`src/rtl/irq_rt_pkg.sv`:
```
// Package: shared constants, write-select codes and pin-code decoding for
// the PCI function interrupt pin router. Assumes four INTx lanes per device.
package irq_rt_pkg;

    localparam int INTX_LANES = 4;
    localparam int PIN_W      = 3;
    localparam int NIBBLE_W   = 4;

    typedef enum logic [1:0] {
        SEL_PIN   = 2'd0,
        SEL_ROUTE = 2'd1,
        SEL_PINRO = 2'd2,
        SEL_RSVD  = 2'd3
    } wr_sel_e;

    // Turn a pin-assignment code into a one-hot INTx lane vector; 0 and 5..7 give none.
    function automatic logic [INTX_LANES-1:0] pin_to_lane(input logic [PIN_W-1:0] code);
        logic [INTX_LANES-1:0] lane;
        lane = '0;
        for (int i = 0; i < INTX_LANES; i++) begin
            if (code == PIN_W'(i + 1)) lane[i] = 1'b1;
        end
        return lane;
    endfunction

endpackage

```
`src/rtl/irq_rt_regs.sv`:
```
// Register file: per-device pin-assignment and route registers.
// Assumes a single write port; writes to an unused select or an absent
// device are dropped. Values appear at the outputs after the write edge.
module irq_rt_regs
    import irq_rt_pkg::*;
#(
    parameter int NUM_DEV  = 5,
    parameter int NUM_FUNC = 8,
    parameter int NUM_PIRQ = 8,
    localparam int DEV_W   = (NUM_DEV > 1) ? $clog2(NUM_DEV) : 1,
    localparam int RW      = (NUM_PIRQ > 1) ? $clog2(NUM_PIRQ) : 1,
    localparam int DATA_W  = NUM_FUNC * NIBBLE_W,
    localparam int PINV_W  = NUM_FUNC * PIN_W,
    localparam int ROUTE_W = INTX_LANES * RW
) (
    input  logic                        clk,
    input  logic                        rst_n,
    input  logic                        wr_en_i,
    input  logic [1:0]                  wr_sel_i,
    input  logic [DEV_W-1:0]            wr_dev_i,
    input  logic [DATA_W-1:0]           wr_data_i,
    output logic [NUM_DEV*PINV_W-1:0]   pin_flat_o,
    output logic [NUM_DEV*ROUTE_W-1:0]  route_flat_o
);

    localparam logic [DEV_W-1:0] LAST_DEV = DEV_W'(NUM_DEV - 1);

    // Identity routing used at reset: INTx lane i goes to shared lane i.
    function automatic logic [ROUTE_W-1:0] ident_route();
        logic [ROUTE_W-1:0] r;
        for (int i = 0; i < INTX_LANES; i++) r[i*RW +: RW] = RW'(i);
        return r;
    endfunction

    localparam logic [ROUTE_W-1:0] ROUTE_RST = ident_route();

    logic [PINV_W-1:0]  pin_q   [NUM_DEV];
    logic [ROUTE_W-1:0] route_q [NUM_DEV];
    logic               dev_ok;

    // Qualify the device index of a write.
    always_comb dev_ok = (wr_dev_i <= LAST_DEV);

    // Hold and update the pin-assignment and route registers.
    always_ff @(posedge clk) begin
        if (!rst_n) begin
            for (int d = 0; d < NUM_DEV; d++) begin
                pin_q[d]   <= '0;
                route_q[d] <= ROUTE_RST;
            end
        end else if (wr_en_i && dev_ok) begin
            case (wr_sel_i)
                SEL_PIN: begin
                    for (int f = 0; f < NUM_FUNC; f++)
                        pin_q[wr_dev_i][f*PIN_W +: PIN_W] <= wr_data_i[f*NIBBLE_W +: PIN_W];
                end
                SEL_ROUTE: begin
                    route_q[wr_dev_i] <= wr_data_i[ROUTE_W-1:0];
                end
                default: ;
            endcase
        end
    end

    for (genvar d = 0; d < NUM_DEV; d++) begin : g_flat
        assign pin_flat_o[d*PINV_W +: PINV_W]     = pin_q[d];
        assign route_flat_o[d*ROUTE_W +: ROUTE_W] = route_q[d];
    end

    // the first cycle after reset shows identity routes and empty pins.
    assert_reset_state_R1: assert property (@(posedge clk) disable iff (!rst_n)
        $past(!rst_n) |-> (route_q[0] == ROUTE_RST && pin_q[0] == '0));

    // writes to the read-back or reserved space or an absent device change nothing.
    assert_ignored_write_R7: assert property (@(posedge clk) disable iff (!rst_n)
        (wr_en_i && (wr_sel_i == SEL_PINRO || wr_sel_i == SEL_RSVD || !dev_ok))
        |=> ($stable(pin_flat_o) && $stable(route_flat_o)));

    // a route write is visible right after its edge.
    assert_route_write_R5: assert property (@(posedge clk) disable iff (!rst_n)
        (wr_en_i && wr_sel_i == SEL_ROUTE && dev_ok)
        |=> (route_q[$past(wr_dev_i)] == $past(wr_data_i[ROUTE_W-1:0])));

endmodule

```
`src/rtl/irq_rt_dev_lanes.sv`:
```
// Per-device lane merge: ORs each function's request onto the INTx lane
// chosen by its pin-assignment field. Codes 0 and 5..7 drop the request.
// Purely combinational; the clock only serves the local assertion.
module irq_rt_dev_lanes
    import irq_rt_pkg::*;
#(
    parameter int NUM_FUNC = 8,
    localparam int PINV_W  = NUM_FUNC * PIN_W
) (
    input  logic                  clk,
    input  logic                  rst_n,
    input  logic [NUM_FUNC-1:0]   req_i,
    input  logic [PINV_W-1:0]     pin_i,
    output logic [INTX_LANES-1:0] intx_o
);

    logic [INTX_LANES-1:0] fn_lane [NUM_FUNC];

    for (genvar f = 0; f < NUM_FUNC; f++) begin : g_fn
        // Gate one function's decoded lane with its request.
        always_comb fn_lane[f] = req_i[f] ? pin_to_lane(pin_i[f*PIN_W +: PIN_W]) : '0;
    end

    // OR all functions of the device onto the four lanes.
    always_comb begin
        intx_o = '0;
        for (int f = 0; f < NUM_FUNC; f++) intx_o = intx_o | fn_lane[f];
    end

    // with no request raised the device drives no lane.
    assert_quiet_dev_R4: assert property (@(posedge clk) disable iff (!rst_n)
        (req_i == '0) |-> (intx_o == '0));

endmodule

```
`src/rtl/irq_rt_pirq_merge.sv`:
```
// Shared-lane merge: sends every device INTx lane to the shared lane chosen
// by that device's route field, ORs all contributors and registers the result.
module irq_rt_pirq_merge
    import irq_rt_pkg::*;
#(
    parameter int NUM_DEV  = 5,
    parameter int NUM_PIRQ = 8,
    localparam int RW      = (NUM_PIRQ > 1) ? $clog2(NUM_PIRQ) : 1,
    localparam int ROUTE_W = INTX_LANES * RW,
    localparam int NLANE   = NUM_DEV * INTX_LANES
) (
    input  logic                       clk,
    input  logic                       rst_n,
    input  logic [NLANE-1:0]           intx_i,
    input  logic [NUM_DEV*ROUTE_W-1:0] route_i,
    output logic [NUM_PIRQ-1:0]        pirq_o
);

    logic [NUM_PIRQ-1:0] pirq_next;
    logic [NUM_PIRQ-1:0] pirq_q;

    // Scatter each active INTx lane onto its target shared lane.
    always_comb begin
        pirq_next = '0;
        for (int k = 0; k < NLANE; k++) begin
            if (intx_i[k]) pirq_next[route_i[k*RW +: RW]] = 1'b1;
        end
    end

    // Register the merged shared lanes.
    always_ff @(posedge clk) begin
        if (!rst_n) pirq_q <= '0;
        else        pirq_q <= pirq_next;
    end

    assign pirq_o = pirq_q;

    // no active INTx lane in a cycle leaves every shared lane low next cycle.
    assert_idle_low_R6: assert property (@(posedge clk) disable iff (!rst_n)
        ($past(rst_n) && $past(intx_i == '0)) |-> (pirq_o == '0));

    // any active INTx lane raises at least one shared lane next cycle.
    assert_any_raises_R6: assert property (@(posedge clk) disable iff (!rst_n)
        ($past(rst_n) && $past(intx_i != '0)) |-> (pirq_o != '0));

endmodule

```
`src/rtl/pci_intpin_router.sv`:
```
// Top: PCI function interrupt pin router. Two programmable stages
// (function -> INTx, INTx -> shared lane) feed eight registered level
// outputs. The Interrupt Pin value of each function is read-only and
// mirrors its pin-assignment field. Synchronous active-low reset.
module pci_intpin_router
    import irq_rt_pkg::*;
#(
    parameter int NUM_DEV  = 5,
    parameter int NUM_FUNC = 8,
    parameter int NUM_PIRQ = 8,
    localparam int DEV_W   = (NUM_DEV > 1) ? $clog2(NUM_DEV) : 1,
    localparam int RW      = (NUM_PIRQ > 1) ? $clog2(NUM_PIRQ) : 1,
    localparam int DATA_W  = NUM_FUNC * NIBBLE_W,
    localparam int PINV_W  = NUM_FUNC * PIN_W,
    localparam int ROUTE_W = INTX_LANES * RW
) (
    input  logic                         clk,
    input  logic                         rst_n,
    input  logic [NUM_DEV*NUM_FUNC-1:0]  fn_req_i,
    input  logic                         wr_en_i,
    input  logic [1:0]                   wr_sel_i,
    input  logic [DEV_W-1:0]             wr_dev_i,
    input  logic [DATA_W-1:0]            wr_data_i,
    output logic [NUM_PIRQ-1:0]          pirq_o,
    output logic [NUM_DEV*PINV_W-1:0]    int_pin_o
);

    logic [NUM_DEV*PINV_W-1:0]     pin_flat;
    logic [NUM_DEV*ROUTE_W-1:0]    route_flat;
    logic [NUM_DEV*INTX_LANES-1:0] intx_flat;

    irq_rt_regs #(
        .NUM_DEV  (NUM_DEV),
        .NUM_FUNC (NUM_FUNC),
        .NUM_PIRQ (NUM_PIRQ)
    ) u_regs (
        .clk          (clk),
        .rst_n        (rst_n),
        .wr_en_i      (wr_en_i),
        .wr_sel_i     (wr_sel_i),
        .wr_dev_i     (wr_dev_i),
        .wr_data_i    (wr_data_i),
        .pin_flat_o   (pin_flat),
        .route_flat_o (route_flat)
    );

    for (genvar d = 0; d < NUM_DEV; d++) begin : g_dev
        irq_rt_dev_lanes #(
            .NUM_FUNC (NUM_FUNC)
        ) u_lanes (
            .clk    (clk),
            .rst_n  (rst_n),
            .req_i  (fn_req_i[d*NUM_FUNC +: NUM_FUNC]),
            .pin_i  (pin_flat[d*PINV_W +: PINV_W]),
            .intx_o (intx_flat[d*INTX_LANES +: INTX_LANES])
        );
    end

    irq_rt_pirq_merge #(
        .NUM_DEV  (NUM_DEV),
        .NUM_PIRQ (NUM_PIRQ)
    ) u_merge (
        .clk     (clk),
        .rst_n   (rst_n),
        .intx_i  (intx_flat),
        .route_i (route_flat),
        .pirq_o  (pirq_o)
    );

    // The Interrupt Pin value is a read-only view of the stored field.
    assign int_pin_o = pin_flat;

    // a pin-assignment write is visible on the Interrupt Pin view after its edge.
    assert_pin_visible_R8: assert property (@(posedge clk) disable iff (!rst_n)
        (wr_en_i && wr_sel_i == SEL_PIN && wr_dev_i == '0)
        |=> (int_pin_o[PIN_W-1:0] == $past(wr_data_i[PIN_W-1:0])));

endmodule

```
`config.mk`:
```
export PLATFORM = sky130hd
export DESIGN_NAME = pci_intpin_router
export DESIGN_NICKNAME = d
export VERILOG_FILES = /design/src/rtl/irq_rt_pkg.sv /design/src/rtl/irq_rt_regs.sv /design/src/rtl/irq_rt_dev_lanes.sv /design/src/rtl/irq_rt_pirq_merge.sv /design/src/rtl/pci_intpin_router.sv
export SDC_FILE = /design/constraint.sdc
export NUM_CORES = 1
export LEC_CHECK = 0
export BUFFER_PORTS_ARGS = -buffer_cell sky130_fd_sc_hd__clkbuf_2
export CAP_MARGIN = 20
export CORE_ASPECT_RATIO = 0.5
export CORE_MARGIN = 2
export CORE_UTILIZATION = 50
export CTS_BUF_LIST = sky130_fd_sc_hd__clkbuf_4 sky130_fd_sc_hd__clkbuf_8
export CTS_CLUSTER_SIZE = 25
export DETAILED_ROUTE_END_ITERATION = 8
export GPL_ROUTABILITY_DRIVEN = 1
export PLACE_DENSITY = 0.73
export SLEW_MARGIN = 5
export SYNTH_ARGS = -nofsm -noshare
export SYNTH_HDL_FRONTEND = slang
export SYNTH_SLANG_ARGS = --single-unit
```
`constraint.sdc`:
```
create_clock -name clk -period 5.4 [get_ports clk]
set_input_delay 0.27 -clock clk [delete_from_list [all_inputs] [get_ports clk]]
set_output_delay 0.27 -clock clk [all_outputs]
set_load 0.01 [all_outputs]
```
==> metrics <==
CTS resizes=0; YS warnings=0; Post-synth EDFFs=180; number of global-route vias before repair=around 8,400; core area=20,600 um2; static leakage=~4.8 nW; Flop pwr share=between 50 and 60%; TritonCTS clock tree=done; syn avg cell area=11.7 um2; Tightest Pin Transition=1.23 ns; DR vias/cell=6.64; Distinct cells, synth=59; DR iter-0 viols=1,237; Final setup violation count=0; Slew Limit Fails=0; # DRC=0; first drt pass iteration count=6; DP HPWL=29,400 um; aggregate routed wire length=between 30,000 and 40,000 um; final hold violations=0; Setup Skew=roughly 0.013 ns; initial antenna violation count=1; synthesis-to-finish area growth=17.5%; Worst Path Max Fanout=5; crit start category=flop; run status=finished, final reports clean; vias=a little over 9,000; fin cells=between 1,000 and 1,500; Num CTS Buffers=17; layout cells sized above 1=between 20% and 30%; Fin Setup TNS=0 ns; Worst Setup Path Type=flop to flop; Req. time, crit path=~5.8 ns; FP Rows=37; Clk pwr share=roughly 30%; GRT overflow=0; Sink Count=~190; cells after synthesis=900; Hold WC Path Type=primary input to flop; routability cong.=roughly 1; # Max-Cap Violations=0; input/output buffers=202; I/O Pins=approximately 210; Max Clk Rate=0.318 GHz; total track usage=about a third; FFs w/ async S/R, synth=0%; Worst VDD drop=between 0.15 and 0.2 mV; RSZ-0062 raised after global routing=false; DP Cell Count=around 1,400; largest net degree at the start of global routing=between 50 and 60; Setup Buffers After CTS=0; Post-CTS Hold Buffers=0; sequential area share after synthesis=52.9%; sw power=1.00 mW; nets=1,199; crit path time final=roughly 3.1 ns; Worst-path clk slew=about 0.10 ns; multi-input logic area=between 4000 and 5000 um2; Pint=between 2 and 2.5 mW; width of the die=209 um; sequential cell area=5570 um2; DIE HEIGHT=between 100 and 150 um; DR WL/cell=approximately 28 um; synthesized cell area=between 10,000 and 15,000 um2; first-pass GRT wire length=between 50,000 and 60,000 um; Starting Density=between 50 and 60%; FILL cells=~1,700; pwr dens=about 260 nW/um2; Worst Path Arrival=about 3.5 ns; Die Area=22,300 um2; Worst Setup End Kind=flop; Gate power share=15.9%; syn_nets=around 1,000; Rel. slew slack=around 18%; H-tree levels=4; sw frac=between 30% and 40%; clock root buffer master=clkbuf_8; Min Hold Slack=0.156 ns; Seq cells post-synth=about 190; Clock Latency Late Sink=0.51 ns; Detail Route Antenna Nets=0; CTS max path bufs=2; Synth Flop Type=edfxtp_1; crit share post-route=between 50% and 60%
[final timing paths]
kind | startpoint | depth (start not counted) | to | slack, ns
hold / removal | wr_data_i[7] | 2 | u_regs.route_q[4][7] | 0.16
hold reg to reg | u_regs.route_q[3][5] | 2 | u_merge.pirq_o[6] | 0.81
setup reg to reg | u_regs.pin_q[0][9] | 6 | u_merge.pirq_o[6] | 2.26
setup / recovery | u_regs.pin_q[0][9] | 6 | u_merge.pirq_o[6] | 2.26
[stage by stage]
step           power (mW)  util (%)  area (um2)  setup WS [ns]
6_report             3.25      60.1       12400           2.26
5_1_grt              3.35      60.1       12400           2.13
4_1_cts              3.23      59.8       12300           2.23
3_5_place_dp         2.31      57.9       11900           1.81
3_3_place_gp         2.30      57.9       11900           1.89
2_1_floorplan        2.03         -       10500           2.98
[Yosys cell counts (all sizes together), types with 14 or more instances]
| cell type | count | area share [%] |
|---|---|---|
| a22oi | 14 | 1.0 |
| nand4b | 34 | 2.8 |
| nand2b | 25 | 1.5 |
| nand2 | 47 | 1.7 |
| inv | 17 | 0.61 |
| edfxtp | 180 | 51 |
| nor2b | 18 | 1.1 |
| and3 | 58 | 3.4 |
| a32oi | 15 | 1.2 |
| clkbuf | 21 | 0.75 |
| and2 | 111 | 6.6 |
| nand3 | 28 | 1.3 |
| nor2 | 31 | 1.1 |
| a21oi | 26 | 1.2 |
| nor4bb | 107 | 10 |
| nor4 | 29 | 2.2 |
[area by class of cell]
type | count | area share, %
repair buffers | 222 | 9.52
flip-flops and latches | 188 | 45.0
diodes | 1 | 0.0202
clock buffers | 17 | 1.89
clock inverters | 15 | 1.29
multi-input cells | 673 | 39.0
well taps | 273 | 2.76
inverters | 17 | 0.516
[state kept, by name, summed over array words and instances (netlist names)]
signal          count
u_merge.pirq_o      8
u_regs.pin_q      120
u_regs.route_q     60
[critical path: stages, from the launching register on]
cell and delay (ns):
edfxtp_1 0.47, nor4bb_1 0.17, nor4_2 0.92, a211oi_1 0.21, a2111oi_0 0.53, o2111ai_1 0.27, o41a_1 0.45
[power by group through the flow]
| stage | sequential [mW] | combinational [mW] | clock [mW] |
|---|---|---|---|
| after floorplan | 1.81 | 0.218 | 0 |
| after global placement | 1.81 | 0.496 | 0 |
| after detailed placement | 1.81 | 0.495 | 0 |
| after CTS | 1.78 | 0.497 | 0.955 |
| after global routing | 1.80 | 0.538 | 1.01 |
| final | 1.79 | 0.518 | 0.951 |
[kinds of logic (layout without fill, tap and decap cells)]
| family | Yosys count | in the layout | synth area share, % |
|---|---|---|---|
| compound gates | 128 | 128 | 9.45 |
| simple gates | 545 | 545 | 36.3 |
| other cells | 0 | 1 | 0 |
| buf+inv | 39 | 271 | 1.40 |
| flops | 188 | 188 | 52.9 |
[cell usage in the layout, fill, tap and decap left out, types with 23 or more instances in the layout]
cell type / instances
a21oi_1: 26
and2_1: 111
and3_1: 58
clkbuf_2: 202
edfxtp_1: 180
nand2_1: 47
nand2b_1: 25
nand3_1: 28
nand4b_1: 34
nor2_1: 31
nor4_1: 23
nor4bb_1: 107
[layer usage]
metal  routed length, um  up-vias  global-route usage [%]
met2               16400      620                    50.7
met3                4740       72                    7.85
met5                   0        -                       0
met4                1110        0                    11.3
met1               16500     4530                    51.9
li1                    -     4112                       -
(Power assumes the default switching activity.)
